## src/rtl/wb_pkg.sv

```systemverilog
package wb_pkg;

  typedef enum logic {
    DRAIN_IDLE = 1'b0,
    DRAIN_WAIT = 1'b1
  } drain_st_e;

  // slot that lies k places after base on a ring of n slots
  function automatic int unsigned ring_slot(input int unsigned base,
                                            input int unsigned k,
                                            input int unsigned n);
    return (base + k) % n;
  endfunction

  // next slot on a ring of n slots
  function automatic int unsigned ring_next(input int unsigned p,
                                            input int unsigned n);
    return (p + 1 == n) ? 0 : p + 1;
  endfunction

endpackage

```

## src/rtl/wb_entry.sv

```systemverilog
module wb_entry #(
  parameter int TAG_W  = 28,
  parameter int WORDS  = 4,
  parameter int DATA_W = 32,
  parameter int WIDX_W = 2
) (
  input  logic                          clk,
  input  logic                          rst_n,
  input  logic                          alloc_i,
  input  logic                          merge_i,
  input  logic                          free_i,
  input  logic [TAG_W-1:0]              tag_i,
  input  logic [WIDX_W-1:0]             widx_i,
  input  logic [DATA_W-1:0]             data_i,
  output logic                          valid_o,
  output logic [TAG_W-1:0]              tag_o,
  output logic [WORDS-1:0]              mask_o,
  output logic [WORDS-1:0][DATA_W-1:0]  data_o
);

  logic [WORDS-1:0] word_onehot;
  assign word_onehot = WORDS'(1) << widx_i;

  always_ff @(posedge clk) begin
    if (!rst_n) begin
      valid_o <= 1'b0;
      tag_o   <= '0;
      mask_o  <= '0;
      data_o  <= '0;
    end else begin
      if (free_i) begin
        valid_o <= 1'b0;
      end
      if (alloc_i) begin
        valid_o <= 1'b1;
        tag_o   <= tag_i;
        mask_o  <= word_onehot;
      end else if (merge_i) begin
        mask_o  <= mask_o | word_onehot;
      end
      if (alloc_i || merge_i) begin
        data_o[widx_i] <= data_i;
      end
    end
  end

endmodule

```

## src/rtl/wb_lookup.sv

```systemverilog
module wb_lookup #(
  parameter int DEPTH = 4,
  parameter int TAG_W = 28,
  parameter int PTR_W = 2
) (
  input  logic [DEPTH-1:0]             qual_i,
  input  logic [DEPTH-1:0][TAG_W-1:0]  tags_i,
  input  logic [PTR_W-1:0]             head_i,
  input  logic [TAG_W-1:0]             key_i,
  output logic                         hit_o,
  output logic [PTR_W-1:0]             idx_o
);
  import wb_pkg::*;

  // scan from oldest to newest; the last match found is the newest
  always_comb begin
    hit_o = 1'b0;
    idx_o = head_i;
    for (int k = 0; k < DEPTH; k++) begin
      int unsigned s;
      s = ring_slot(int'(head_i), k, DEPTH);
      if (qual_i[s] && (tags_i[s] == key_i)) begin
        hit_o = 1'b1;
        idx_o = PTR_W'(s);
      end
    end
  end

endmodule

```

## src/rtl/wb_drain.sv

```systemverilog
module wb_drain (
  input  logic clk,
  input  logic rst_n,
  input  logic pending_i,
  input  logic ack_i,
  output logic req_o,
  output logic done_o
);
  import wb_pkg::*;

  drain_st_e st_q;

  always_ff @(posedge clk) begin
    if (!rst_n) begin
      st_q <= DRAIN_IDLE;
    end else begin
      unique case (st_q)
        DRAIN_IDLE: if (pending_i) st_q <= DRAIN_WAIT;
        DRAIN_WAIT: if (ack_i)     st_q <= DRAIN_IDLE;
        default:                   st_q <= DRAIN_IDLE;
      endcase
    end
  end

  assign req_o  = (st_q == DRAIN_WAIT);
  assign done_o = req_o & ack_i;

endmodule

```

## src/rtl/merge_write_buffer.sv

```systemverilog
module merge_write_buffer #(
  parameter int ADDR_W      = 32,
  parameter int DATA_W      = 32,
  parameter int BLOCK_WORDS = 4,
  parameter int DEPTH       = 4
) (
  input  logic                          clk,
  input  logic                          rst_n,
  input  logic                          st_valid,
  input  logic [ADDR_W-1:0]             st_addr,
  input  logic [DATA_W-1:0]             st_data,
  input  logic                          merge_en,
  output logic                          st_stall,
  input  logic                          rd_valid,
  input  logic [ADDR_W-1:0]             rd_addr,
  output logic                          rd_fwd,
  output logic [DATA_W-1:0]             rd_data,
  output logic                          mem_req,
  output logic [ADDR_W-1:0]             mem_addr,
  output logic [BLOCK_WORDS*DATA_W-1:0] mem_data,
  output logic [BLOCK_WORDS-1:0]        mem_mask,
  input  logic                          mem_ack
);
  import wb_pkg::*;

  localparam int BYTE_OFF = $clog2(DATA_W / 8);
  localparam int WIDX_W   = $clog2(BLOCK_WORDS);
  localparam int BLK_OFF  = BYTE_OFF + WIDX_W;
  localparam int TAG_W    = ADDR_W - BLK_OFF;
  localparam int PTR_W    = $clog2(DEPTH);
  localparam int CNT_W    = $clog2(DEPTH + 1);

  function automatic logic [TAG_W-1:0] blk_tag(input logic [ADDR_W-1:0] a);
    return a[ADDR_W-1:BLK_OFF];
  endfunction

  function automatic logic [WIDX_W-1:0] word_sel(input logic [ADDR_W-1:0] a);
    return a[BLK_OFF-1:BYTE_OFF];
  endfunction

  function automatic logic [PTR_W-1:0] ptr_inc(input logic [PTR_W-1:0] p);
    return PTR_W'(ring_next(int'(p), DEPTH));
  endfunction

  // entry state
  logic [DEPTH-1:0]                               ent_valid;
  logic [DEPTH-1:0][TAG_W-1:0]                    ent_tag;
  logic [DEPTH-1:0][BLOCK_WORDS-1:0]              ent_mask;
  logic [DEPTH-1:0][BLOCK_WORDS-1:0][DATA_W-1:0]  ent_data;

  logic [PTR_W-1:0] head, tail;
  logic [CNT_W-1:0] count;

  // decoded request fields
  logic [TAG_W-1:0]  st_tag, rd_tag;
  logic [WIDX_W-1:0] st_widx, rd_widx;
  assign st_tag  = blk_tag(st_addr);
  assign st_widx = word_sel(st_addr);
  assign rd_tag  = blk_tag(rd_addr);
  assign rd_widx = word_sel(rd_addr);

  logic unused_byte_bits;
  assign unused_byte_bits = ^{st_addr[BYTE_OFF-1:0], rd_addr[BYTE_OFF-1:0]};

  // named events
  logic buf_full, ev_merge, ev_alloc, ev_stall, ev_drain, ev_fwd;
  logic drain_req;

  // an entry whose write request is raised is closed to merging
  logic [DEPTH-1:0] lock_vec, merge_qual, rd_qual;
  assign lock_vec   = drain_req ? (DEPTH'(1) << head) : '0;
  assign merge_qual = ent_valid & ~lock_vec;

  for (genvar g = 0; g < DEPTH; g++) begin : g_rdq
    assign rd_qual[g] = ent_valid[g] & ent_mask[g][rd_widx];
  end

  logic             mrg_hit, rd_hit;
  logic [PTR_W-1:0] mrg_idx, rd_idx;

  wb_lookup #(.DEPTH(DEPTH), .TAG_W(TAG_W), .PTR_W(PTR_W)) u_merge_lookup (
    .qual_i (merge_qual),
    .tags_i (ent_tag),
    .head_i (head),
    .key_i  (st_tag),
    .hit_o  (mrg_hit),
    .idx_o  (mrg_idx)
  );

  wb_lookup #(.DEPTH(DEPTH), .TAG_W(TAG_W), .PTR_W(PTR_W)) u_read_lookup (
    .qual_i (rd_qual),
    .tags_i (ent_tag),
    .head_i (head),
    .key_i  (rd_tag),
    .hit_o  (rd_hit),
    .idx_o  (rd_idx)
  );

  assign buf_full = (count == CNT_W'(DEPTH));
  assign ev_merge = st_valid & merge_en & mrg_hit;
  assign ev_alloc = st_valid & ~ev_merge & ~buf_full;
  assign ev_stall = st_valid & ~ev_merge & buf_full;
  assign ev_fwd   = rd_valid & rd_hit;

  wb_drain u_drain (
    .clk       (clk),
    .rst_n     (rst_n),
    .pending_i (count != '0),
    .ack_i     (mem_ack),
    .req_o     (drain_req),
    .done_o    (ev_drain)
  );

  for (genvar g = 0; g < DEPTH; g++) begin : g_ent
    wb_entry #(
      .TAG_W  (TAG_W),
      .WORDS  (BLOCK_WORDS),
      .DATA_W (DATA_W),
      .WIDX_W (WIDX_W)
    ) u_entry (
      .clk     (clk),
      .rst_n   (rst_n),
      .alloc_i (ev_alloc && (tail == PTR_W'(g))),
      .merge_i (ev_merge && (mrg_idx == PTR_W'(g))),
      .free_i  (ev_drain && (head == PTR_W'(g))),
      .tag_i   (st_tag),
      .widx_i  (st_widx),
      .data_i  (st_data),
      .valid_o (ent_valid[g]),
      .tag_o   (ent_tag[g]),
      .mask_o  (ent_mask[g]),
      .data_o  (ent_data[g])
    );
  end

  // ring pointers and occupancy
  always_ff @(posedge clk) begin
    if (!rst_n) begin
      head  <= '0;
      tail  <= '0;
      count <= '0;
    end else begin
      if (ev_alloc) tail <= ptr_inc(tail);
      if (ev_drain) head <= ptr_inc(head);
      unique case ({ev_alloc, ev_drain})
        2'b10:   count <= count + 1'b1;
        2'b01:   count <= count - 1'b1;
        default: count <= count;
      endcase
    end
  end

  // outputs
  assign st_stall = ev_stall;
  assign rd_fwd   = ev_fwd;
  assign rd_data  = ev_fwd ? ent_data[rd_idx][rd_widx] : '0;
  assign mem_req  = drain_req;
  assign mem_addr = {ent_tag[head], {BLK_OFF{1'b0}}};
  assign mem_data = ent_data[head];
  assign mem_mask = ent_mask[head];

endmodule

```

## config.mk

```make
export PLATFORM = sky130hd
export DESIGN_NAME = merge_write_buffer
export DESIGN_NICKNAME = d
export VERILOG_FILES = /design/src/rtl/wb_pkg.sv /design/src/rtl/wb_entry.sv /design/src/rtl/wb_lookup.sv /design/src/rtl/wb_drain.sv /design/src/rtl/merge_write_buffer.sv
export SDC_FILE = /design/constraint.sdc
export NUM_CORES = 2
export LEC_CHECK = 0
export BUFFER_PORTS_ARGS = -buffer_cell sky130_fd_sc_hd__buf_2
export CAP_MARGIN = 25
export CORE_UTILIZATION = 50
export DETAILED_ROUTE_END_ITERATION = 8
export PLACE_DENSITY_LB_ADDON = 0.1
export SYNTH_ARGS = -nofsm -noshare
export SYNTH_HDL_FRONTEND = slang
export SYNTH_SLANG_ARGS = --single-unit
```

## constraint.sdc

```tcl
create_clock -name clk -period 5.5 [get_ports clk]
set_input_delay 1.1 -clock clk [delete_from_list [all_inputs] [get_ports clk]]
set_output_delay 1.1 -clock clk [all_outputs]
set_load 0.01 [all_outputs]
```

==> flow_metrics.tcl <==
set metrics [dict create \
    powerDensity_nw_per_um2 293 \
    drt_wl_total_mm 196 \
    cp_max_fo 33 \
    cp.buffers_inverters 6 \
    ys_types 62 \
    drt-pass1-iter-count 7 \
    core_um2 85500 \
    maxCapViolCount 0 \
    grt_pass1_wl_mm 281 \
    finalClockSkew_ns 0.0257 \
    clkTransAtPathRegs_ns 0.06 \
    status "finished with violations" \
    cts_tree "done" \
    area_growth_pct 16.6 \
    dp_hpwl_mm 121 \
    place_area_um2 46700 \
    vias 46000 \
    hold_viol_final 0 \
    cp.arrival_ns 5.36 \
    worst_pin_slew_ns 1.24 \
    ant_nets 0 \
    synthFlopType "dfxtp_1" \
    hp-start "g_ent[0].u_entry.valid_o" \
    pin_count 301 \
    period_share 1.18 \
    avgSynthCellArea_um2 8.91 \
    fp.dieW_um 297 \
    ys_seq_elements 652 \
    postCtsHoldBufs 0 \
    fillers 7336 \
    setup_viol 32 \
    slowest_stage "mux4_2" \
    finish.utilization 0.592 \
    finalNonFillerCells 6151 \
    synth_most_common_cell "nand2_1" \
    crit_path_max_incr_delay_ns 0.60 \
    end_kind "output port" \
    port_buffers 292 \
    synth.top_cell.area_share 0.301 \
    chipHeight_um 297 \
    yosys.area.top_type "dfxtp_1" \
    relSlewSlack 0.175 \
    nets 5060 \
    synth_edf_count 0 \
    power_leakage_nw 18.1 \
    worstHoldPathType "flip-flop to flip-flop" \
    fin_area_um2 50600 \
    crit_chain "buf_4 > buf_12 > mux4_2 > xnor2_1 > nand4_1 > nor3_1 > buf_4 > and4_1 > o41ai_4 > xnor2_4 > buf_12 > buf_12 > mux4_2 > mux2_4 > a221o_1 > buf_6" \
    drc_errors 0 \
    path_class "flip-flop to output port" \
    grt_max_degree 227 \
    critPathTopFamily "multiplexers" \
    initialDrtViolationCount 7142 \
    crit_path_frequent_cell "buf_12" \
    syn-instance-count 4867 \
    multi_input_area_um2 28200 \
    ir_worst_vdd_mv 0.305 \
    cts-root-buf "clkbuf_16" \
    crit_path_start "head[1]" \
    yosysSeqAreaShare 0.301 \
    setup_slack_ns -0.963 \
    holdWs_ns 0.485 \
    async_reset_ff_frac 0 \
    gp_congestion 1.04 \
    fin_setup_tns_ns -28.67 \
    fin_crit_ns 6.46 \
    grt_overflow 0 \
    fmax_ghz 0.155 \
    antenna_found_initial 10 \
    dp.cells 5964 \
    vias_per_cell 7.48 \
    cts.path.max_buffers 3 \
    drive_above_1_share 0.236 \
    rsz0062_at_grt "true" \
    rr_startpoint "head[0]" \
    crit_path_start_kind "flip-flop" \
    clock_sinks 652 \
    start_util 0.507 \
    slew_violations 0 \
    first_global_vias 39700 \
    violations "negative setup slack" \
    synth_area_leaders "dfxtp_1 30%, mux4_2 18%, a32oi_1 10%" \
    cts_buffers 77 \
    grtUsageTotal 0.428 \
    ys_warn_count 0 \
    num_rows 107 \
    htreeDepth 3 \
    netlist_area_um2 43400 \
    crit_required_ns 4.40 \
    wl_per_cell_um 31.8 \
    synth_commonest_cells "798 x nand2_1, 652 x dfxtp_1, 579 x nand4_1" \
    seq_area_um2 13100 \
    clock_insertion_delay_worst_skew_ns 0.65 \
    die_area_um2 88000 \
]
registers in the layout (all words and copies together), names as in the netlist:
register               count
g_ent.u_entry.data_o     512
g_ent.u_entry.tag_o      112
g_ent.u_entry.mask_o      16
g_ent.u_entry.valid_o      4
count                      3
head                       2
tail                       2
u_drain.req_o              1
worst paths after layout:
| path | end | slack, ns | depth (start not counted) |
|---|---|---|---|
| hold / removal | g_ent[0].u_entry.valid_o | 0.49 | 2 |
| setup / recovery | rd_data[8] | -0.96 | 16 |
| setup reg to reg | g_ent[2].u_entry.mask_o[2] | 0.23 | 14 |
| hold reg to reg | g_ent[0].u_entry.valid_o | 0.49 | 2 |
cell type report:
class,instances,share of cell area
inverters,14,0.00119
clock inverters,17,0.00482
flip-flops and latches,652,0.258
clock buffers,120,0.0467
repair buffers,603,0.103
multi-input cells,3599,0.557
diodes,2,0.0000989
well taps,1144,0.0283
cell usage in the layout (no fill, tap or decap), types with 6 or more instances in the layout:
| cell type | synthesis | routed |
|---|---|---|
| nand4_1 | 579 | 579 |
| buf_16 | 0 | 10 |
| xnor2_1 | 197 | 190 |
| and4_1 | 6 | 6 |
| nor4_1 | 18 | 17 |
| buf_12 | 2 | 74 |
| o22ai_2 | 0 | 10 |
| a32o_1 | 12 | 12 |
| inv_1 | 12 | 10 |
| clkbuf_16 | 0 | 87 |
| buf_2 | 93 | 278 |
| clkbuf_1 | 395 | 19 |
| a21oi_1 | 123 | 123 |
| buf_6 | 20 | 26 |
| nor3_1 | 12 | 8 |
| mux2_2 | 34 | 24 |
| o22ai_4 | 0 | 6 |
| mux4_2 | 341 | 342 |
| mux2i_2 | 0 | 7 |
| buf_4 | 20 | 200 |
| clkbuf_8 | 0 | 21 |
| ha_1 | 10 | 9 |
| nand2_1 | 798 | 792 |
| mux2_4 | 0 | 10 |
| clkinv_2 | 0 | 7 |
| o22ai_1 | 32 | 16 |
| a221o_1 | 32 | 31 |
| xor2_1 | 37 | 36 |
| nand3_1 | 530 | 529 |
| a32oi_1 | 514 | 514 |
| dfxtp_1 | 652 | 650 |
| nor2_1 | 153 | 153 |
| buf_8 | 0 | 8 |
| mux2i_1 | 94 | 82 |
| xnor2_2 | 1 | 7 |
routing by layer:
layer / vias up / share of wire / wire length (µm) / GRT usage
met4: 8 / 0.048 / 9380 / 0.179
met1: 22700 / 0.39 / 75900 / 0.606
met5: - / 0.00073 / 142 / 0.00831
met2: 3572 / 0.42 / 81500 / 0.597
met3: 484 / 0.15 / 28900 / 0.131
li1: 19300 / - / - / -
worst register-to-register path, stage by stage, from the launching register on:
cell and delay (ns):
dfxtp_4 0.36, buf_4 0.27, buf_16 0.26, buf_12 0.25, mux4_2 0.38, xnor2_1 0.38
nand4_1 0.22, or4_1 0.58, or4_1 0.55, a21boi_1 0.30, a2bb2oi_2 0.27, or3_4 0.19
buf_12 0.59, nand2_1 0.29, a32o_1 0.26
through the flow:
step	power [W]	setup slack (ns)
2_1_floorplan	0.00765	0.00665
4_1_cts	0.0146	-0.874
5_1_grt	0.0152	-1.02
6_report	0.0148	-0.963
3_5_place_dp	0.00904	-0.467
3_3_place_gp	0.00901	-0.426
cell families (layout without fill, tap and decap cells):
| family | after synthesis | after routing | share of synthesized area |
|---|---|---|---|
| multiplexers | 471 | 471 | 0.209 |
| buffers and inverters | 619 | 754 | 0.0622 |
| AND/OR/NAND/NOR | 2128 | 2128 | 0.237 |
| adder cells (fa/ha/maj) | 11 | 11 | 0.00335 |
| XOR/XNOR | 235 | 235 | 0.0476 |
| flip-flops | 652 | 652 | 0.301 |
| other | 1 | 6 | 0.0000864 |
| AO/OA/AOI/OAI | 750 | 750 | 0.140 |
power by group:
group / total [W] / switching [W] / internal, W / leakage [nW]
combinational: 0.00409 / 0.00244 / 0.00165 / 11.5
sequential: 0.00531 / 0.000314 / 0.00500 / 5.28
clock: 0.00542 / 0.00223 / 0.00319 / 1.28
timing repair:
item,in CTS,in global routing
resized for setup,68,79
gates cloned,8,6
setup buffers,26,11
pin swaps,12,19
setup endpoints to repair,34,34
endpoints found under the hold margin,0,0
No activity file was read; power rests on OpenSTA's default activity.
